**config.mk**
```make
export PLATFORM = sky130hd
export DESIGN_NAME = cmd_window_limiter
export DESIGN_NICKNAME = d
export VERILOG_FILES = /design/src/rtl/cmd_window_limiter.sv
export SDC_FILE = /design/constraint.sdc
export NUM_CORES = 1
export LEC_CHECK = 0
export CORE_UTILIZATION = 61
export CTS_BUF_LIST = sky130_fd_sc_hd__clkbuf_4 sky130_fd_sc_hd__clkbuf_8 sky130_fd_sc_hd__clkbuf_16
export DETAILED_ROUTE_END_ITERATION = 8
export PLACE_DENSITY = 0.82
export SLEW_MARGIN = 15
export SYNTH_ARGS = -nofsm -noshare
export SYNTH_HDL_FRONTEND = slang
export SYNTH_SLANG_ARGS = --single-unit
```
**constraint.sdc**
```tcl
create_clock -name clk -period 10 [get_ports clk]
set_clock_uncertainty 0.05 [all_clocks]
set_input_delay 2 -clock clk [delete_from_list [all_inputs] [get_ports clk]]
set_output_delay 2 -clock clk [all_outputs]
set_load 0.01 [all_outputs]
```
**src/rtl/cmd_window_limiter.sv**
```systemverilog
module cmd_window_limiter #(
  parameter int TW        = 16,
  parameter int WIN_LOG2  = 3,
  parameter int MAX_CMDS  = 2,
  parameter int MAX_SPLIT = 5,
  parameter int ENTRIES   = 4
) (
  input  logic          clk,
  input  logic          rst_n,
  input  logic [TW-1:0] cur_time,
  input  logic          req_valid,
  output logic          req_ready,
  input  logic [TW-1:0] req_time,
  input  logic          req_pair,
  output logic          resp_valid,
  output logic [TW-1:0] resp_time_a,
  output logic [TW-1:0] resp_time_b,
  output logic          resp_pair,
  output logic          busy
);

  localparam int CW = $clog2(MAX_CMDS + 1);
  localparam int IW = (ENTRIES > 1) ? $clog2(ENTRIES) : 1;
  localparam logic [TW-1:0] LMASK = TW'((1 << WIN_LOG2) - 1);
  localparam logic [TW-1:0] WLEN  = TW'(1 << WIN_LOG2);
  localparam logic [TW-1:0] SPLIT = TW'(MAX_SPLIT);
  localparam logic [CW:0]   MAXV  = (CW+1)'(MAX_CMDS);

  typedef enum logic [2:0] {S_IDLE, S_A, S_B, S_CA, S_CB} state_t;

  state_t        state;
  logic [TW-1:0] t_req, ta, tb;
  logic          pair_q;

  logic          ent_v [ENTRIES];
  logic [TW-1:0] ent_w [ENTRIES];
  logic [CW-1:0] ent_c [ENTRIES];

  logic [TW-1:0] look_w, wa, wb, cur_w, nb;
  logic          hit, free;
  logic [IW-1:0] hit_idx, free_idx;
  logic [CW:0]   look_cnt, occ_b;
  logic          accept, commit, prune;

  assign accept = req_valid && req_ready;
  assign req_ready = (state == S_IDLE);
  assign wa = ta & ~LMASK;
  assign wb = tb & ~LMASK;
  assign cur_w = cur_time & ~LMASK;
  assign nb = wb + WLEN;
  assign look_w = (state == S_B || state == S_CB) ? wb : wa;
  assign occ_b = look_cnt + ((wb == wa) ? (CW+1)'(1) : '0);
  assign commit = (state == S_CA || state == S_CB) && (hit || free);
  assign busy = (state == S_CA || state == S_CB) && !hit && !free;
  assign prune = accept || busy;

  always_comb begin
    hit = 1'b0;
    free = 1'b0;
    hit_idx = '0;
    free_idx = '0;
    for (int i = ENTRIES - 1; i >= 0; i--) begin
      if (ent_v[i] && ent_w[i] == look_w) begin
        hit = 1'b1;
        hit_idx = IW'(i);
      end
      if (!ent_v[i]) begin
        free = 1'b1;
        free_idx = IW'(i);
      end
    end
    look_cnt = hit ? {1'b0, ent_c[hit_idx]} : '0;
  end

  always_ff @(posedge clk or negedge rst_n) begin
    if (!rst_n) begin
      for (int i = 0; i < ENTRIES; i++) begin
        ent_v[i] <= 1'b0;
        ent_w[i] <= '0;
        ent_c[i] <= '0;
      end
    end else if (prune) begin
      for (int i = 0; i < ENTRIES; i++)
        if (ent_v[i] && ent_w[i] < cur_w) ent_v[i] <= 1'b0;
    end else if (commit) begin
      if (hit) begin
        ent_c[hit_idx] <= ent_c[hit_idx] + CW'(1);
      end else begin
        ent_v[free_idx] <= 1'b1;
        ent_w[free_idx] <= look_w;
        ent_c[free_idx] <= CW'(1);
      end
    end
  end

  always_ff @(posedge clk or negedge rst_n) begin
    if (!rst_n) begin
      state <= S_IDLE;
      t_req <= '0;
      ta <= '0;
      tb <= '0;
      pair_q <= 1'b0;
      resp_valid <= 1'b0;
      resp_time_a <= '0;
      resp_time_b <= '0;
      resp_pair <= 1'b0;
    end else begin
      resp_valid <= 1'b0;
      case (state)
        S_IDLE: if (accept) begin
          t_req <= req_time;
          ta <= req_time;
          pair_q <= req_pair;
          state <= S_A;
        end
        S_A: begin
          if (look_cnt < MAXV) begin
            if (pair_q) begin
              tb <= ta + TW'(1);
              state <= S_B;
            end else begin
              tb <= ta;
              state <= S_CA;
            end
          end else begin
            ta <= wa + WLEN;
          end
        end
        S_B: begin
          if (occ_b < MAXV) begin
            state <= S_CA;
          end else if (nb > ta + SPLIT) begin
            ta <= wa + WLEN;
            state <= S_A;
          end else begin
            tb <= nb;
          end
        end
        S_CA: if (commit) begin
          if (pair_q) begin
            state <= S_CB;
          end else begin
            state <= S_IDLE;
            resp_valid <= 1'b1;
            resp_time_a <= ta;
            resp_time_b <= ta;
            resp_pair <= 1'b0;
          end
        end
        S_CB: if (commit) begin
          state <= S_IDLE;
          resp_valid <= 1'b1;
          resp_time_a <= ta;
          resp_time_b <= tb;
          resp_pair <= 1'b1;
        end
        default: state <= S_IDLE;
      endcase
    end
  end

  for (genvar g = 0; g < ENTRIES; g++) begin : g_chk
    a_r4_no_overflow: assert property (@(posedge clk) disable iff (!rst_n)
      ent_v[g] |-> ({1'b0, ent_c[g]} <= MAXV));
    a_r2_aligned: assert property (@(posedge clk) disable iff (!rst_n)
      ent_v[g] |-> ((ent_w[g] & LMASK) == '0));
  end

  a_r7_not_early: assert property (@(posedge clk) disable iff (!rst_n)
    resp_valid |-> (resp_time_a >= t_req));

  a_r5_split: assert property (@(posedge clk) disable iff (!rst_n)
    (resp_valid && resp_pair) |-> ((resp_time_b > resp_time_a) &&
                                   (resp_time_b - resp_time_a <= SPLIT)));

  a_r10_one_pulse: assert property (@(posedge clk) disable iff (!rst_n)
    resp_valid |=> !resp_valid);

  a_r10_hold_ready: assert property (@(posedge clk) disable iff (!rst_n)
    (req_valid && req_ready) |=> !req_ready);

  a_r9_busy_quiet: assert property (@(posedge clk) disable iff (!rst_n)
    busy |=> !resp_valid);

endmodule

```
==> results.md, run 1 <==
* Port bufs at 68
* HP Class: reg -> reg
* Setup crit start kind: flip-flop
* Status: complete, no violations
* Mapped Nets at 1307
* Buffer count from post-CTS setup fixing at 0
* FP Rows at 46
* Setup CP Type: reg -> out
* Sequential cell area at 0.003353 sq mm
* Routability cong. at 0.9624
* NumNets Final at 1325
* Clk Latency, worst-skew pair at 0.45 ns
* Static Leakage at 5.008 nW
* CP endpoint: busy
* Max FO, Critical Path at 25
* Slew @ Worst Pin at 1.065 ns
* Utilization after layout at 71.17%
* Clock Root Buffer: clkbuf_16
* Synth area leaders: dfrtp_1 (33%), ha_1 (8.1%), nand2_1 (5.4%)
* Die H at 130.1 um
* Worst setup EP type: output port
* DR iter-0 viols at 943
* Via/cell ratio at 6.428
* Antenna violations before repair at 0
* Cell breakdown of the critical path: clkinv_1 > nand2_2 > a21oi_2 > xnor2_1 > nor4_1 > nor4_4 > and3_1 > clkdlybuf4s50_1
* RSZ-0062 raised after global routing: false
* Routed len/inst at 21.96 um
* Via Count at 9340
* DPL Wire Length at 23.01 mm
* Post-CTS Hold Fix Bufs at 0
* Total global routing overflow at 0
* Crit path DAT at 5.02 ns
* # Max-Cap Violations at 0
* Syn avg cell area at 8.306 sq um
* CORE AREA at 0.01594 sq mm
* Hold Vio Cnt, Final at 0
* Final worst-path cycle share at 70.67%
* Final WL at 31.91 mm
* Max incr delay on CP at 0.96 ns
* Clock Sinks at 134
* Top cell type by total area after synthesis: dfrtp_1
* Slew headroom at 29.02%
* Worst setup slack after layout at 2.933 ns
* Worst r2r src: state[0]
* Final Max Tran Viols at 0
* Synth cell types at 73
* H-tree Lvls at 4
* Post-CTS resize count at 0
* Final ANT Viol Nets at 0
* Slowest CP cell: dfrtp_1
* Worst-path clk slew at 0.06 ns
* Reg2reg end: ta[12]
* Footprint of the multi-input gates at 0.006118 sq mm
* Final setup fails at 0
* Synthesized cell area at 0.01002 sq mm
* Seq cells post-synth at 134
* Seq/Total Area, Yosys at 33.47%
* Most common cell after layout, fill and taps aside: nand2_1
* Die X at 130.1 um
* Post-synth EDFFs at 0
* Tmin final at 7.067 ns
* DRC Markers at 0
* Io pins at 72
* Post-Syn Instances at 1206
* Share of cells above drive strength 1 at 5.497%
* Largest net degree at the start of global routing at 73
* R2r setup slk at 4.41 ns
* Post-Layout Cell Count at 1453
* Register-to-Register Path Depth at 11
* Setup TNS at 0 ns
* Initial Util at 62.83%
* Fillers at 1295
* PwrDens at 395.5 mW/mm^2
* Die Area at 0.01694 sq mm
* Max frequency at 141.5 MHz
* Ys async rst share at 100.0%
* 1st-pass router iterations at 6
* Yosys warns at 0
* Commonest cells after routing, fill and taps aside: nand2_1 (145), dfrtp_1 (134), o21ai_0 (95)
* First-pass GRT wire length at 49.22 mm
* Ys flop type: dfrtp_1
* Clock Tree Buf Depth at 2
* CTS tree: yes
* Total GRT Usage at 39.60%
* Antenna cell count at 0
* Area delta synth->final at 13.27%
* CP startpoint: state[0]
* Peak supply drop at 0.0002066 V
* Dpl ws at 3.542 ns
* Yosys top cell area share at 33.47%
* Vias in the first global route at 8636
* Placed Cells at 1421
* CP Data Required Time at 7.95 ns
* CTS Buf Count at 17
## cells in the mapped netlist, drive strengths merged, types with 9 or more instances
master / count
nor2: 84
inv: 52
clkbuf: 58
mux2i: 26
xor2: 57
or3: 10
nor3: 19
dfrtp: 134
a21oi: 93
and2: 10
o22ai: 18
o21ai: 100
ha: 65
buf: 22
nand3: 36
o211ai: 9
a21o: 38
nand2: 146
nor2b: 39
nor4: 13
xnor2: 49
nand4: 22
## how the worst min path moves through the flow
stage / slack [ns] / from / depth (start not counted) / endpoint
2_1_floorplan: 0.40 / ent_c[2] / 2 / ent_c[2]
3_3_place_gp: 0.41 / resp_time_a[6] / 2 / resp_time_a[6]
3_5_place_dp: 0.41 / resp_time_a[7] / 2 / resp_time_a[7]
4_1_cts: 0.43 / resp_time_a[7] / 2 / resp_time_a[7]
5_1_grt: 0.46 / resp_time_a[11] / 2 / resp_time_a[11]
6_report: 0.42 / resp_time_a[7] / 2 / resp_time_a[7]
## per-layer routing
| metal | wire [um] | GRT usage (%) | vias to the layer above |
|---|---|---|---|
| li1 | - | - | 4289 |
| met1 | 13400 | 53.97 | 4493 |
| met2 | 14370 | 61.14 | 485 |
| met3 | 3270 | 9.963 | 73 |
| met4 | 856 | 13.75 | 0 |
| met5 | 0 | 0 | - |
## area by class of cell
| type | count | share of cell area, % |
|---|---|---|
| clock buffers | 19 | 3.882 |
| clock inverters | 13 | 1.731 |
| inverters | 54 | 1.786 |
| multi-input cells | 938 | 53.93 |
| flip-flops and latches | 134 | 29.55 |
| well taps | 216 | 2.382 |
| repair buffers | 79 | 6.738 |
## power by group
group	switching, W	total (W)	internal (W)
combinational	0.00140	0.00241	0.00101
clock	0.000270	0.000696	0.000426
sequential	0.000579	0.00138	0.000799
## metrics by stage
stage / power, W / instance area, sq um / hold slack (ns)
5_1_grt: 0.004782 / 11350 / 0.4623
3_5_place_dp: 0.003702 / 10700 / 0.4121
6_report: 0.004487 / 11350 / 0.4215
2_1_floorplan: 0.002931 / 10020 / 0.3982
4_1_cts: 0.004412 / 11340 / 0.4280
3_3_place_gp: 0.003615 / 10700 / 0.4084
## sequential cells by signal, indices dropped and copies added, names as in the netlist
name	flops
ent_v	4
tb	16
resp_valid	1
ta	16
ent_w	52
state	3
resp_pair	1
ent_c	8
resp_time_a	16
pair_q	1
resp_time_b	16
## cell families (layout without fill, tap and decap cells)
logic type                 Yosys count  after routing  share of synthesized area (%)
DFF                                134            134                          33.47
muxes                               28             28                          2.860
xor gates and xnor gates           106            106                          9.530
adders and majority gates           65             65                          8.119
buffers and inverters              134            165                          5.521
AOI/OAI and AO/OA                  330            330                          20.68
and+or+nand+nor                    409            409                          19.81
## critical path, delay by kind of cell (launching register included)
family | cells | cell delay [ns]
AO/OA/AOI/OAI | 1 | 0.23
XOR/XNOR | 1 | 0.23
buffers and inverters | 2 | 1.25
flip-flops | 1 | 0.96
AND/OR/NAND/NOR | 4 | 1.89
No activity file was read; power rests on OpenSTA's default activity.
==> run 2, diff against run 1 <==
CORE_UTILIZATION = 60   (was 61)
PLACE_DENSITY = 0.81   (was 0.82)
clock period = 6.7 ns   (was 10 ns; I/O delays follow)
==> results.md, run 2 (synthesized netlist as in run 1, its figures left out) <==
* Cell breakdown of the critical path: xnor2_4 > nor2_4 > mux2i_1 > a21oi_1 > and4_1 > nor4_4 > and3_1 > clkdlybuf4s50_1
* Area delta synth->final at 12.91%
* First-pass GRT wire length at 49.36 mm (+0.29%)
* Clk Latency, worst-skew pair at 0.44 ns (about the same)
* NumNets Final at 1329 (+0.30%)
* Setup crit start kind: flip-flop
* Worst setup EP type: output port
* Commonest cells after routing, fill and taps aside: nand2_1 (145), dfrtp_1 (134), o21ai_0 (95)
* Total GRT Usage at 37.32% (-2.3 points)
* CP Data Required Time at 5.31 ns (-2.64 ns)
* Max frequency at 172.1 MHz
* FP Rows at 46 (unchanged)
* Final WL at 31.10 mm (-2.5%)
* DRC Markers at 0 (unchanged)
* Die H at 131.2 um (+0.82%)
* Routed len/inst at 21.35 um (-2.8%)
* Slew @ Worst Pin at 1.067 ns (+0.002738 ns)
* Max incr delay on CP at 0.75 ns (-0.21 ns)
* CTS Buf Count at 17 (unchanged)
* Biggest register: ent_w
* Most common cell after layout, fill and taps aside: nand2_1
* Clock Sinks at 134 (unchanged)
* Post-CTS resize count at 0 (unchanged)
* Via Count at 9295 (-0.48%)
* DR iter-0 viols at 1064 (+13%)
* Io pins at 72 (unchanged)
* Initial Util at 62.16% (-0.67 points)
* Antenna violations before repair at 0 (unchanged)
* HP Class: reg -> reg
* # Max-Cap Violations at 0 (unchanged)
* Routability cong. at 1.003 (+4.2%)
* Clock Tree Buf Depth at 2 (unchanged)
* Total global routing overflow at 0 (unchanged)
* Static Leakage at 5.008 nW (about the same)
* Via/cell ratio at 6.380 (-0.76%)
* Crit path DAT at 4.42 ns (-0.60 ns)
* Final worst-path cycle share at 86.71%
* CTS tree: yes
* Clock Root Buffer: clkbuf_16
* Worst-path clk slew at 0.06 ns (about the same)
* Status: complete, no violations
* Tmin final at 5.810 ns
* Post-CTS Hold Fix Bufs at 0 (unchanged)
* Setup TNS at 0 ns (unchanged)
* 1st-pass router iterations at 7 (+1)
* Die X at 131.2 um (+0.82%)
* Worst setup slack after layout at 0.8901 ns (-2.043 ns)
* Hold Vio Cnt, Final at 0 (unchanged)
* CP bufs+invs at 1 (-1)
* Antenna cell count at 0 (unchanged)
* Share of cells above drive strength 1 at 5.802% (+0.30 points)
* Setup CP Type: reg -> out
* Final ANT Viol Nets at 0 (unchanged)
* Slew headroom at 28.84% (-0.18 points)
* Largest register FFs at 52 (unchanged)
* Post-Layout Cell Count at 1457 (+0.28%)
* Final Max Tran Viols at 0 (unchanged)
* Vias in the first global route at 8765 (+1.5%)
* Final setup fails at 0 (unchanged)
* Dpl ws at 1.501 ns (-2.041 ns)
* Placed Cells at 1425 (+0.28%)
* CORE AREA at 0.01612 sq mm (+1.1%)
* Buffer count from post-CTS setup fixing at 0 (unchanged)
* Port bufs at 68 (unchanged)
* Delay-heaviest family, CP: simple AND/OR/NAND/NOR gates
* Slowest CP cell: dfrtp_1
* Peak supply drop at 0.0003337 V (+62%)
* Die Area at 0.01722 sq mm (+1.6%)
* RSZ-0062 raised after global routing: false
* Largest net degree at the start of global routing at 85 (+16%)
* Max FO, Critical Path at 18 (-28%)
* H-tree Lvls at 4 (unchanged)
* DPL Wire Length at 22.56 mm (-2.0%)
* PwrDens at 583.8 mW/mm^2 (+48%)
==> run 2: changes by cell type in the layout (fill, tap and decap cells not counted), sizes merged <==
| cell | previous run | this run |
|---|---|---|
| inv | 54 | 59 |
| buf | 12 | 16 |
| bufinv | 4 | 1 |
| clkbuf | 19 | 18 |
| clkinvlp | 2 | 1 |
==> run 2: worst reg2reg max path, stage by stage, from the launching register on <==
cell and delay [ns]:
dfrtp_1 0.88, nand3_1 0.33, nor2_1 0.44, nand2_1 0.11
nor2_1 0.38, nand3_1 0.15, nor2_1 0.15, xnor2_1 0.08
ha_1 0.33, nor2b_1 0.13, o21ai_0 0.15, nand2_1 0.10
o21ai_0 0.16, a21oi_1 0.14, nand3_1 0.13, a21boi_0 0.19
nor2b_2 0.82, o21ai_0 0.21, a22o_1 0.28
==> run 2: metrics by stage <==
| stage | power (W) | hold WS, ns | area, sq um | util, % |
|---|---|---|---|---|
| floorplan | 0.004374 | 0.3982 | 10020 | - |
| detailed placement | 0.005524 | 0.4132 | 10730 | 66.61 |
| finish | 0.006604 | 0.4252 | 11310 | 70.19 |
| global placement | 0.005399 | 0.4085 | 10730 | 66.61 |
| CTS | 0.006497 | 0.4293 | 11310 | 70.19 |
| global route | 0.007049 | 0.4497 | 11310 | 70.19 |
==> run 2: worst paths after layout <==
kind                                     start        endpoint  slack, ns  cells after the start
worst max-delay path                  state[1]            busy       0.89                      8
worst min-delay path            resp_time_a[3]  resp_time_a[3]       0.43                      2
worst max register to register           ta[5]          tb[12]       1.38                     18
worst min register to register  resp_time_a[3]  resp_time_a[3]       0.43                      2
max in group asynchronous                rst_n       ent_w[25]       4.58                      2
min in group asynchronous                rst_n  resp_time_a[2]       0.88                      1
==> run 2: routing by layer <==
metal | GRT usage (%) | part of all wire (%) | up-vias
met5 | 0 | 0 | -
met4 | 14.58 | 3.2 | 0
met3 | 9.259 | 10 | 90
met2 | 57.33 | 44 | 463
met1 | 50.44 | 42 | 4449
li1 | - | - | 4293
==> run 2: final cells by class <==
class	instances	area [sq um]
Tap cell	216	270.3
Fill cell	1301	4805
Inverter	54	202.7
Clock buffer	18	439.2
Multi-Input combinational cell	938	6113
Timing Repair Buffer	83	794.5
Clock inverter	14	137.6
Sequential cell	134	3353
==> run 2: power breakdown <==
group	total, W	switching, W	internal (W)
registers	0.00207	0.000877	0.00119
clock network	0.000937	0.000408	0.000530
logic	0.00360	0.00206	0.00154
total	0.00660	0.00335	0.00326
==> run 3, diff against run 2 <==
--- a/config.mk
+++ b/config.mk
@@ -7,6 +7,5 @@
 export LEC_CHECK = 0
-export CORE_UTILIZATION = 60
+export CORE_UTILIZATION = 25
 export CTS_BUF_LIST = sky130_fd_sc_hd__clkbuf_4 sky130_fd_sc_hd__clkbuf_8 sky130_fd_sc_hd__clkbuf_16
 export DETAILED_ROUTE_END_ITERATION = 8
-export PLACE_DENSITY = 0.81
 export SLEW_MARGIN = 15
--- a/constraint.sdc
+++ b/constraint.sdc
@@ -4,2 +4,2 @@
 set_output_delay 1.34 -clock clk [all_outputs]
-set_load 0.01 [all_outputs]
+set_load 0.02 [all_outputs]
==> results.md, run 3 (synthesized netlist as in run 1, its figures left out) <==
* Final Max Tran Viols at 0 (unchanged)
* Commonest cells after routing, fill and taps aside: nand2_1 (145), dfrtp_1 (134), o21ai_0 (95)
* Biggest register: ent_w
* Vias in the first global route at 8662 (-1.2%)
* Largest net degree at the start of global routing at 74 (-13%)
* Largest register FFs at 52 (unchanged)
* R2r setup slk at 1.55 ns (+0.17 ns)
* Via Count at 8955 (-3.7%)
* # Max-Cap Violations at 0 (unchanged)
* Total GRT Usage at 16.92% (-20 points)
* Worst r2r src: ta[4]
* Clock Sinks at 134 (unchanged)
* Fillers at 4147 (+220%)
* Hold Slack at 0.4221 ns (-0.003103 ns)
* Most common cell after layout, fill and taps aside: nand2_1
* Utilization after layout at 30.09% (-40 points)
* Final worst-path cycle share at 86.94% (+0.22 points)
* Setup CP Type: reg -> out
* Reg2reg end: ta[15]
* Via/cell ratio at 5.082 (-20%)
* Worst setup EP type: output port
* Max frequency at 171.7 MHz (-0.25%)
* Die Area at 0.04087 sq mm (+140%)
* Setup crit start kind: flip-flop
* Total global routing overflow at 0 (unchanged)
* Area delta synth->final at 17.46%
* PwrDens at 579.1 mW/mm^2 (-0.82%)
* Static Leakage at 5.052 nW (+0.88%)
* Share of cells above drive strength 1 at 6.029% (+0.23 points)
* Status: complete, no violations
* H-tree Lvls at 4 (unchanged)
* Clock Tree Buf Depth at 2 (unchanged)
* Max FO, Critical Path at 17 (-1)
* CP Data Required Time at 5.31 ns (about the same)
* Final ANT Viol Nets at 0 (unchanged)
* Clock Root Buffer: clkbuf_16
* Final setup fails at 0 (unchanged)
* Antenna cell count at 0 (unchanged)
* Initial Util at 25.62% (-37 points)
* Port bufs at 68 (unchanged)
* CTS Buf Count at 17 (unchanged)
* Tmin final at 5.825 ns (+0.01479 ns)
* DRC Markers at 0 (unchanged)
* Io pins at 72 (unchanged)
* Peak supply drop at 0.0002214 V (-34%)
* Slew @ Worst Pin at 1.178 ns (+0.1109 ns)
* CP endpoint: busy
* Final WL at 34.27 mm (+10%)
* CORE AREA at 0.03910 sq mm (+140%)
* Buffer count from post-CTS setup fixing at 0 (unchanged)
* HP Class: reg -> reg
* Slew headroom at 21.44% (-7.4 points)
* Post-CTS resize count at 0 (unchanged)
* Worst-path clk slew at 0.07 ns (about the same)
* Routability cong. at 0.9553 (-4.7%)
* FP Rows at 72 (+57%)
* Antenna violations before repair at 0 (unchanged)
* 1st-pass router iterations at 7 (unchanged)
* First-pass GRT wire length at 52.52 mm (+6.4%)
* RSZ-0062 raised after global routing: false
* Hold Vio Cnt, Final at 0 (unchanged)
* Clk Latency, worst-skew pair at 0.45 ns (about the same)
* CTS tree: yes
* Crit path DAT at 4.43 ns (about the same)
* Register-to-Register Path Depth at 19 (+1)
* DPL Wire Length at 25.66 mm (+14%)
* Routed len/inst at 19.45 um (-8.9%)
* DR iter-0 viols at 769 (-28%)
* Post-CTS Hold Fix Bufs at 0 (unchanged)
* CP startpoint: state[1]
* NumNets Final at 1333 (+0.30%)
* Die H at 202.2 um (+54%)
* Setup TNS at 0 ns (unchanged)
* Die X at 202.2 um (+54%)
## run 3: metrics by stage
stage	total power (W)	instances	worst slack [ns]	area, sq um
5_1_grt	0.007305	1762	0.6644	11770
2_1_floorplan	0.004450	1206	2.753	10020
3_3_place_gp	0.005677	1731	1.411	11140
6_report	0.006813	1762	0.8753	11770
4_1_cts	0.006780	1762	0.9395	11770
3_5_place_dp	0.005741	1731	1.414	11140
## run 3: critical path, stage by stage (launching register included)
cell and delay (ns):
dfrtp_1 0.75, xor2_2 0.19, buf_4 0.23, nand2_2 0.30, a21oi_1 0.62, o2bb2ai_1 0.38, nor4_4 0.16, nor4_4 0.40
and3_1 0.31, clkdlybuf4s50_1 0.64
## run 3: worst min path at each step
stage	end	start	cells past startpoint	slack, ns
after floorplan	ent_c[2]	ent_c[2]	2	0.40
after global placement	resp_time_a[4]	resp_time_a[4]	2	0.41
after detailed placement	resp_time_a[4]	resp_time_a[4]	2	0.41
after CTS	resp_time_a[4]	resp_time_a[4]	2	0.43
after global routing	resp_time_a[13]	resp_time_a[13]	2	0.46
final	resp_time_a[4]	resp_time_a[4]	2	0.42
## run 3: report_power, final
part	internal (W)	leakage [nW]	switching, W
clock network	0.000626	0.310	0.000397
logic	0.00155	3.14	0.00218
registers	0.00119	1.60	0.000866
## run 3: cell type report
class	count	area, sq um	area share, %
multi-input combinational	938	6113	51.96
inverter	54	202.7	1.723
tap	518	648.1	5.508
clock inverter	14	198.9	1.691
clock buffer	17	425.4	3.615
sequential	134	3353	28.50
timing repair buffer	87	824.5	7.008
## run 3: routing by layer
metal	up-vias	part of all wire (%)	global-route usage [%]
met2	231	47	27.11
met5	-	0	0
met3	43	3.8	1.790
met4	0	2.1	6.042
li1	4298	-	-
met1	4383	47	23.51
